`config.mk`:
```
export PLATFORM = sky130hd
export DESIGN_NAME = freq_step_governor
export DESIGN_NICKNAME = d
export VERILOG_FILES = /design/src/rtl/fgov_pkg.sv /design/src/rtl/fgov_ceiling.sv /design/src/rtl/fgov_move_eval.sv /design/src/rtl/fgov_next.sv /design/src/rtl/freq_step_governor.sv
export SDC_FILE = /design/constraint.sdc
export NUM_CORES = 1
export LEC_CHECK = 0
export ABC_AREA = 1
export BUFFER_PORTS_ARGS = -buffer_cell sky130_fd_sc_hd__buf_2
export CORE_MARGIN = 5
export CORE_UTILIZATION = 52
export CTS_CLUSTER_SIZE = 20
export DETAILED_ROUTE_END_ITERATION = 7
export GPL_TIMING_DRIVEN = 0
export PLACE_DENSITY = 0.84
export SLEW_MARGIN = 30
export SYNTH_ARGS = -nofsm -noshare
export SYNTH_HDL_FRONTEND = slang
export SYNTH_SLANG_ARGS = --single-unit
```
`constraint.sdc`:
```
create_clock -name clk -period 7.92 [get_ports clk]
set_clock_uncertainty 0.2 [all_clocks]
set_input_delay 1.584 -clock clk [delete_from_list [all_inputs] [get_ports clk]]
set_output_delay 1.584 -clock clk [all_outputs]
set_load 0.01 [all_outputs]
```
`src/rtl/fgov_pkg.sv`:
```
package fgov_pkg;
  typedef enum logic [1:0] {
    MOVE_HOLD  = 2'd0,
    MOVE_UP    = 2'd1,
    MOVE_DOWN  = 2'd2,
    MOVE_DROOP = 2'd3
  } move_t;

  typedef enum logic [1:0] {
    SRC_ADAPT = 2'd0,
    SRC_OS    = 2'd1,
    SRC_OC    = 2'd2
  } src_t;
endpackage

```
`src/rtl/fgov_ceiling.sv`:
```
module fgov_ceiling #(
  parameter int FW     = 8,
  parameter int EXT_HI = 4,
  parameter int EXT_LO = 2
) (
  input  logic [FW-1:0] boost_code,
  input  logic          ext_grade,
  input  logic          ext_ok,
  output logic [FW-1:0] ceil_code
);
  localparam logic [FW:0]   HI_W   = (FW+1)'(EXT_HI);
  localparam logic [FW:0]   LO_W   = (FW+1)'(EXT_LO);
  localparam logic [FW-1:0] MAXC   = {FW{1'b1}};

  logic [FW:0] ext_w;
  logic [FW:0] sum_w;

  always_comb begin
    if (!ext_ok)        ext_w = '0;
    else if (ext_grade) ext_w = HI_W;
    else                ext_w = LO_W;
    sum_w = {1'b0, boost_code} + ext_w;
    ceil_code = sum_w[FW] ? MAXC : sum_w[FW-1:0];
  end
endmodule

```
`src/rtl/fgov_move_eval.sv`:
```
module fgov_move_eval
  import fgov_pkg::*;
#(
  parameter int TW = 8,
  parameter int PW = 18
) (
  input  logic [TW-1:0] temp_c,
  input  logic [PW-1:0] power_mw,
  input  logic          droop,
  input  logic [TW-1:0] temp_limit,
  input  logic [TW-1:0] temp_hyst,
  input  logic [PW-1:0] power_budget,
  output move_t         move
);
  logic [TW:0] temp_pad;
  logic        over_lim;
  logic        has_room;

  always_comb begin
    temp_pad = {1'b0, temp_c} + {1'b0, temp_hyst};
    over_lim = (power_mw > power_budget) || (temp_c > temp_limit);
    has_room = (power_mw < power_budget) && (temp_pad < {1'b0, temp_limit});
    if (droop)         move = MOVE_DROOP;
    else if (over_lim) move = MOVE_DOWN;
    else if (has_room) move = MOVE_UP;
    else               move = MOVE_HOLD;
  end
endmodule

```
`src/rtl/fgov_next.sv`:
```
module fgov_next
  import fgov_pkg::*;
#(
  parameter int FW = 8,
  parameter int SW = 4
) (
  input  logic [FW-1:0] cur_code,
  input  move_t         move,
  input  src_t          src,
  input  logic [SW-1:0] droop_steps,
  input  logic [FW-1:0] base_code,
  input  logic [FW-1:0] ceil_code,
  input  logic [FW-1:0] os_code,
  input  logic [FW-1:0] oc_code,
  output logic [FW-1:0] next_code
);
  localparam logic [FW:0] ONE_W = (FW+1)'(1);

  logic [FW:0]   cur_w;
  logic [FW:0]   drop_w;
  logic [FW:0]   cand_w;
  logic [FW-1:0] low_cap;
  logic [FW-1:0] clamped;

  always_comb begin
    cur_w  = {1'b0, cur_code};
    drop_w = (FW+1)'(droop_steps);
    case (move)
      MOVE_UP:    cand_w = cur_w + ONE_W;
      MOVE_DOWN:  cand_w = (cur_w == '0) ? '0 : cur_w - ONE_W;
      MOVE_DROOP: cand_w = (cur_w < drop_w) ? '0 : cur_w - drop_w;
      default:    cand_w = cur_w;
    endcase
    low_cap = (cand_w > {1'b0, ceil_code}) ? ceil_code : cand_w[FW-1:0];
    clamped = (low_cap < base_code) ? base_code : low_cap;
    case (src)
      SRC_OS:  next_code = os_code;
      SRC_OC:  next_code = oc_code;
      default: next_code = clamped;
    endcase
  end
endmodule

```
`src/rtl/freq_step_governor.sv`:
```
module freq_step_governor
  import fgov_pkg::*;
#(
  parameter int FW     = 8,
  parameter int TW     = 8,
  parameter int PW     = 18,
  parameter int SW     = 4,
  parameter int EXT_HI = 4,
  parameter int EXT_LO = 2
) (
  input  logic          clk,
  input  logic          rst,
  input  logic          sample_vld,
  input  logic [TW-1:0] temp_c,
  input  logic [PW-1:0] power_mw,
  input  logic          droop,
  input  logic          perf_top,
  input  logic          oc_mode,
  input  logic [FW-1:0] os_code,
  input  logic [FW-1:0] oc_code,
  input  logic [FW-1:0] base_code,
  input  logic [FW-1:0] boost_code,
  input  logic          ext_grade,
  input  logic [TW-1:0] ext_temp,
  input  logic [TW-1:0] temp_limit,
  input  logic [TW-1:0] temp_hyst,
  input  logic [PW-1:0] power_budget,
  input  logic [SW-1:0] droop_steps,
  output logic [FW-1:0] freq_code,
  output logic          freq_vld
);
  logic [FW-1:0] ceil_code;
  logic [FW-1:0] next_code;
  logic [FW-1:0] code_q;
  logic          vld_q;
  move_t         move;
  src_t          src;

  always_comb begin
    if (!perf_top)    src = SRC_OS;
    else if (oc_mode) src = SRC_OC;
    else              src = SRC_ADAPT;
  end

  fgov_ceiling #(.FW(FW), .EXT_HI(EXT_HI), .EXT_LO(EXT_LO)) u_ceil (
    .boost_code (boost_code),
    .ext_grade  (ext_grade),
    .ext_ok     (temp_c < ext_temp),
    .ceil_code  (ceil_code)
  );

  fgov_move_eval #(.TW(TW), .PW(PW)) u_move (
    .temp_c       (temp_c),
    .power_mw     (power_mw),
    .droop        (droop),
    .temp_limit   (temp_limit),
    .temp_hyst    (temp_hyst),
    .power_budget (power_budget),
    .move         (move)
  );

  fgov_next #(.FW(FW), .SW(SW)) u_next (
    .cur_code    (code_q),
    .move        (move),
    .src         (src),
    .droop_steps (droop_steps),
    .base_code   (base_code),
    .ceil_code   (ceil_code),
    .os_code     (os_code),
    .oc_code     (oc_code),
    .next_code   (next_code)
  );

  always_ff @(posedge clk) begin
    if (rst) begin
      code_q <= base_code;
      vld_q  <= 1'b0;
    end else begin
      vld_q <= sample_vld;
      if (sample_vld) code_q <= next_code;
    end
  end

  assign freq_code = code_q;
  assign freq_vld  = vld_q;
endmodule

```
==> flow_summary.yaml, run 1 <==
worst_setup_path:
  critPathMaxStageDelay_ns: 0.35
  crit_required_ns: 7.68
  end_kind: "flop"
  cp_common_cell: "nand2_1"
  critPathMaxFanout: 10
  path_class: "input port to flop"
  start_kind: "input port"
  crit_buf_inv: 6
  slowest_stage: "ha_1"
  arrival_ns: 7.12
  critPathTopFamily: "compound AO/OA/AOI/OAI gates"
synth:
  synth_edf_count: 8
  seq_area_frac_synth: 0.0766
  synth_xor_area_frac: 0.0438
  synth_fa_ha_area_frac: 0.279
  synth_compound_area_frac: 0.166
  ys.flop_type: "edfxtp_1"
  async_flop_share: 0
  synth_top_family_by_area: "simple AND/OR/NAND/NOR gates"
  ys_ff_latch: 9
  synthesis.nets: 724
  ys_warn_count: 0
  yosys.area_share.simple: 0.300
  netlist_instances: 539
  syn_avg_cell_area_um2: 6.30
  syn_area_mm2: 0.00340
  synthMuxAreaShare: 0
  yosys.cell_types.count: 43
clocking:
  cts_tree: "yes"
  clk_pin_slew_ns: 0.05
  h-tree-depth: 1
  ctsLongestPathBuffers: 2
  clock-sinks: 9
  root_buffer: "clkbuf_8"
  clk_latency_ns: 0.23
  cts-buffers-inserted: 3
sta:
  fin_crit_ns: 7.35
  slew_headroom: 0.641
  fmax_mhz: 136
  final_hold_viol_count: 0
  worst_pin_slew_ns: 0.535
  setup_viol: 0
  tns_ns: 0
  finalCritPeriodShare: 0.929
  finalMaxSlewViolations: 0
  fin_hold_ws_ns: 1.07
die:
  die_h_um: 90.8
  core_region_area_mm2: 0.00635
  rows: 29
  start_util: 0.535
  dieArea_mm2: 0.00825
  io_pins: 120
  die_width_um: 90.8
global_routing:
  grtUsageTotal: 0.210
  grt_pass1_wl_um: 15200
  grt_antenna_before_repair: 0
  grt_max_degree: 11
  grt_pass1_vias: 3740
  grt_overflow: 0
cells_and_area:
  final_nets: 849
  insertedDiodeCount: 0
  syn2layout_area_growth_pct: 22.6
  final_common_cell: "buf_2"
  drive_gt1_frac: 0.232
  most-common-layout-cells: "buf_2, nand2_1, inv_1"
  postLayoutCoreUtil: 0.656
  fin_area_mm2: 0.00416
  fill_cells: 579
detailed_routing:
  drc: 0
  post_drt_wl_per_cell_um: 12.1
  routed_wl_um: 8930
  drt_iter0_markers: 155
  firstDrtPassIters: 5
  vias_per_cell: 5.15
  vias: 3811
  ant_nets: 0
place:
  dpl.hpwl_um: 7980
  place.gp.congestion: 0.937
  place_area_mm2: 0.00408
  port_buffers: 118
min_path:
  hold_path.class: "flop to flop"
power:
  p_leak_nw: 2.46
  vdd_drop_max_v: 0.000148
  power.density_mw_per_mm2: 125
run:
  drv_cap: 0
status:
  status: "completed"
==> power by group <==
group	total, W	internal [W]	switching [W]
combinational	0.000403	0.000170	0.000233
sequential	0.0000662	0.0000591	0.00000708
clock	0.0000533	0.0000351	0.0000182
total	0.000522	0.000264	0.000259
==> sequential cells by signal (all words and copies together) (netlist names) <==
register   cells
freq_code      8
freq_vld       1
==> logic make-up (layout without fill, tap and decap cells) <==
group / after synthesis / in the layout
AO/OA/AOI/OAI: 92 / 92
XOR/XNOR: 17 / 17
flip-flops: 9 / 9
AND/OR/NAND/NOR: 228 / 228
buffers and inverters: 119 / 243
adder cells (fa/ha/maj): 74 / 74
==> Yosys cell counts (2+ instances only) <==
library cell / instances / area [um2]
nand2_1: 114 / 428
inv_1: 107 / 402
ha_1: 71 / 888
nor2_1: 45 / 169
a21oi_1: 42 / 210
nand3_1: 34 / 170
o21ai_0: 15 / 75.1
xor2_1: 13 / 114
a221oi_1: 8 / 70.1
edfxtp_1: 8 / 240
nand4_1: 6 / 37.5
a21o_1: 5 / 37.5
a21boi_0: 4 / 30.0
clkbuf_1: 4 / 15.0
clkinv_1: 4 / 15.0
nand2_2: 4 / 25.0
nand3_2: 4 / 40.0
nor2_2: 4 / 25.0
nor3_1: 4 / 20.0
or2_2: 4 / 25.0
xnor2_1: 4 / 35.0
fa_1: 3 / 60.1
nand2_4: 3 / 33.8
o2111ai_1: 3 / 26.3
o21a_1: 3 / 22.5
a21oi_2: 2 / 17.5
inv_2: 2 / 7.51
nand3b_1: 2 / 15.0
o211ai_1: 2 / 15.0
o21ai_1: 2 / 10.0
==> metrics by stage <==
| stage | instances | total power, W | worst slack [ns] |
|---|---|---|---|
| floorplan | 539 | 0.000350 | 0.961 |
| global placement | 734 | 0.000438 | 0.00456 |
| detailed placement | 734 | 0.000453 | -0.149 |
| CTS | 738 | 0.000507 | 0.0648 |
| global route | 740 | 0.000592 | -0.0159 |
| finish | 740 | 0.000522 | 0.566 |
==> tightest hold or removal path: cells and delay by family (launching register included) <==
family,cells,cell delay [ns]
compound gates,3,0.32
flops,1,0.50
simple gates,3,0.27
==> final cells by class <==
cell class	count	area [um2]	share of cell area
Clock buffer	4	45.0	0.0108
Multi-Input combinational cell	411	2700	0.648
Buffer	6	35.0	0.00841
Tap cell	77	96.3	0.0231
Timing Repair Buffer	120	606	0.145
Sequential cell	9	260	0.0625
Inverter	113	424	0.102
==> per-layer routing <==
layer / vias to the layer above / global-route usage / wire length (um)
met3: 12 / 0.0225 / 377
met2: 92 / 0.396 / 4660
met5: - / 0 / 0
met4: 0 / 0.0538 / 110
li1: 2015 / - / -
met1: 1692 / 0.251 / 3780
==> path summary, 6_finish.rpt <==
check,from,end,slack (ns),cells past startpoint
hold reg to reg,freq_code[1],freq_code[1],1.07,6
setup / recovery,temp_c[2],freq_code[4],0.57,41
setup reg to reg,freq_code[0],freq_code[4],2.13,33
hold / removal,freq_code[1],freq_code[1],1.07,6
==> repair_timing <==
item | 4_1_cts | 5_1_grt
hold buffers | 0 | 0
gates resized for setup | 0 | 10
endpoints found under the setup margin | 0 | 8
setup buffers | 0 | 2
Note: power is estimated with default switching activity, not from simulation.
==> run 2: changes to the inputs <==
--- a/config.mk
+++ b/config.mk
@@ -13,7 +13,8 @@
 export DETAILED_ROUTE_END_ITERATION = 7
 export GPL_TIMING_DRIVEN = 0
 export PLACE_DENSITY = 0.84
-export SLEW_MARGIN = 30
+export RECOVER_POWER = 100
+export SLEW_MARGIN = 5
 export SYNTH_ARGS = -nofsm -noshare
 export SYNTH_HDL_FRONTEND = slang
 export SYNTH_SLANG_ARGS = --single-unit
==> run 2 against run 1 <==
Final cell count is the same. Sequential power barely moved. Largest power group unchanged. Utilization fell by 0.18 points. Largest cell class unchanged. Via count fell by 0.29%.
==> flow_summary.yaml, run 2 (synthesized netlist as in run 1, its figures left out) <==
status:
  status: "completed"
clocking:
  h-tree-depth: 1
  ctsLongestPathBuffers: 2
  cts_tree: "yes"
  root_buffer: "clkbuf_8"
  ctsHoldBuffers: 0
  clock-sinks: 9
  clk_pin_slew_ns: 0.05
  clk_latency_ns: 0.23
  cts-buffers-inserted: 3
sta:
  finalWorstSetupSlack_ns: 0.575
  slew_headroom: 0.646
  fmax_mhz: 136
  finalCritPeriodShare: 0.927
  setup_viol: 0
  finalMaxSlewViolations: 0
  fin_crit_ns: 7.34
  worst_pin_slew_ns: 0.528
  final_hold_viol_count: 0
worst_setup_path:
  slowest_stage: "ha_1"
  crit_required_ns: 7.68
  path_class: "input port to flop"
  critPathMaxFanout: 10
  cp_common_cell: "nand2_1"
  critPathMaxStageDelay_ns: 0.35
  start_kind: "input port"
  arrival_ns: 7.11
  end_kind: "flop"
  rrSetupSlack_ns: 2.14
die:
  core_region_area_mm2: 0.00635
  start_util: 0.535
  die_width_um: 90.8
  dieArea_mm2: 0.00825
  die_h_um: 90.8
  rows: 29
  io_pins: 120
cells_and_area:
  syn2layout_area_growth_pct: 22.2
  final_nets: 849
  final_common_cell: "nand2_1"
  most-common-layout-cells: "nand2_1, buf_2, inv_1"
  drive_gt1_frac: 0.219
  largest_reg_flops: 8
  insertedDiodeCount: 0
detailed_routing:
  firstDrtPassIters: 4
  routed_wl_um: 8910
  drt_iter0_markers: 147
  drc: 0
  vias: 3800
  vias_per_cell: 5.14
  ant_nets: 0
  post_drt_wl_per_cell_um: 12.0
place:
  port_buffers: 118
  dpl.hpwl_um: 7980
  place_ws_ns: -0.149
  place.gp.congestion: 0.937
global_routing:
  grt_antenna_before_repair: 0
  grt_pass1_vias: 3740
  grtUsageTotal: 0.210
  grt_pass1_wl_um: 15200
  grt_overflow: 0
  grt_max_degree: 11
min_path:
  hold_path.class: "flop to flop"
power:
  vdd_drop_max_v: 0.000147
  p_total_w: 0.000520
  p_leak_nw: 2.44
  power.density_mw_per_mm2: 125
run:
  drv_cap: 0
==> run 2: changes by cell type in the layout (fill, tap and decap cells not counted) <==
cell      change
buf_2         -9
clkbuf_1      +9
==> run 2: final timing paths <==
| check | depth (start not counted) | startpoint | end |
|---|---|---|---|
| max | 41 | temp_c[2] | freq_code[5] |
| min | 6 | freq_code[1] | freq_code[1] |
| max reg2reg | 33 | freq_code[0] | freq_code[5] |
| min reg2reg | 6 | freq_code[1] | freq_code[1] |
==> run 2: power breakdown <==
part           internal [W]  total [W]  switching, W
logic              0.000168   0.000401      0.000233
registers         0.0000591  0.0000664    0.00000727
clock network     0.0000350  0.0000525     0.0000175
total              0.000262   0.000520      0.000258
==> run 2: metrics by stage <==
stage | area (um2) | setup TNS, ns | std cells | util | hold slack, ns
3_5_place_dp | 4080 | -0.838 | 734 | 0.643 | 1.06
2_1_floorplan | 3400 | 0 | 539 | - | 0.910
5_1_grt | 4150 | -0.0186 | 740 | 0.654 | 1.22
3_3_place_gp | 4080 | 0 | 734 | 0.643 | 1.05
4_1_cts | 4130 | 0 | 738 | 0.650 | 1.07
6_report | 4150 | 0 | 740 | 0.654 | 1.08
==> run 2: final cells by class <==
class,instances,area [um2]
flip-flops and latches,9,260
clock buffers,4,45.0
well taps,77,96.3
fillers,581,2200
multi-input cells,411,2700
plain buffers,6,35.0
inverters,113,424
repair buffers,120,594
==> run 2: layer usage <==
layer | vias to the layer above | GRT usage | share of wire
li1 | 2016 | - | -
met1 | 1685 | 0.251 | 0.43
met2 | 87 | 0.396 | 0.52
met3 | 12 | 0.0225 | 0.039
met4 | 0 | 0.0538 | 0.012
met5 | - | 0 | 0
==> run 2: timing repair <==
item / CTS / global route
setup endpoints to repair: 0 / 8
setup buffers: 0 / 2
gates resized for setup: 0 / 10
==> run 2: critical path: cells and delay by family <==
family	cells	cell delay, ns
AOI/OAI and AO/OA	14	2.11
xor gates and xnor gates	1	0.13
adders and majority gates	4	1.11
buffers and inverters	6	0.83
and+or+nand+nor	16	1.32
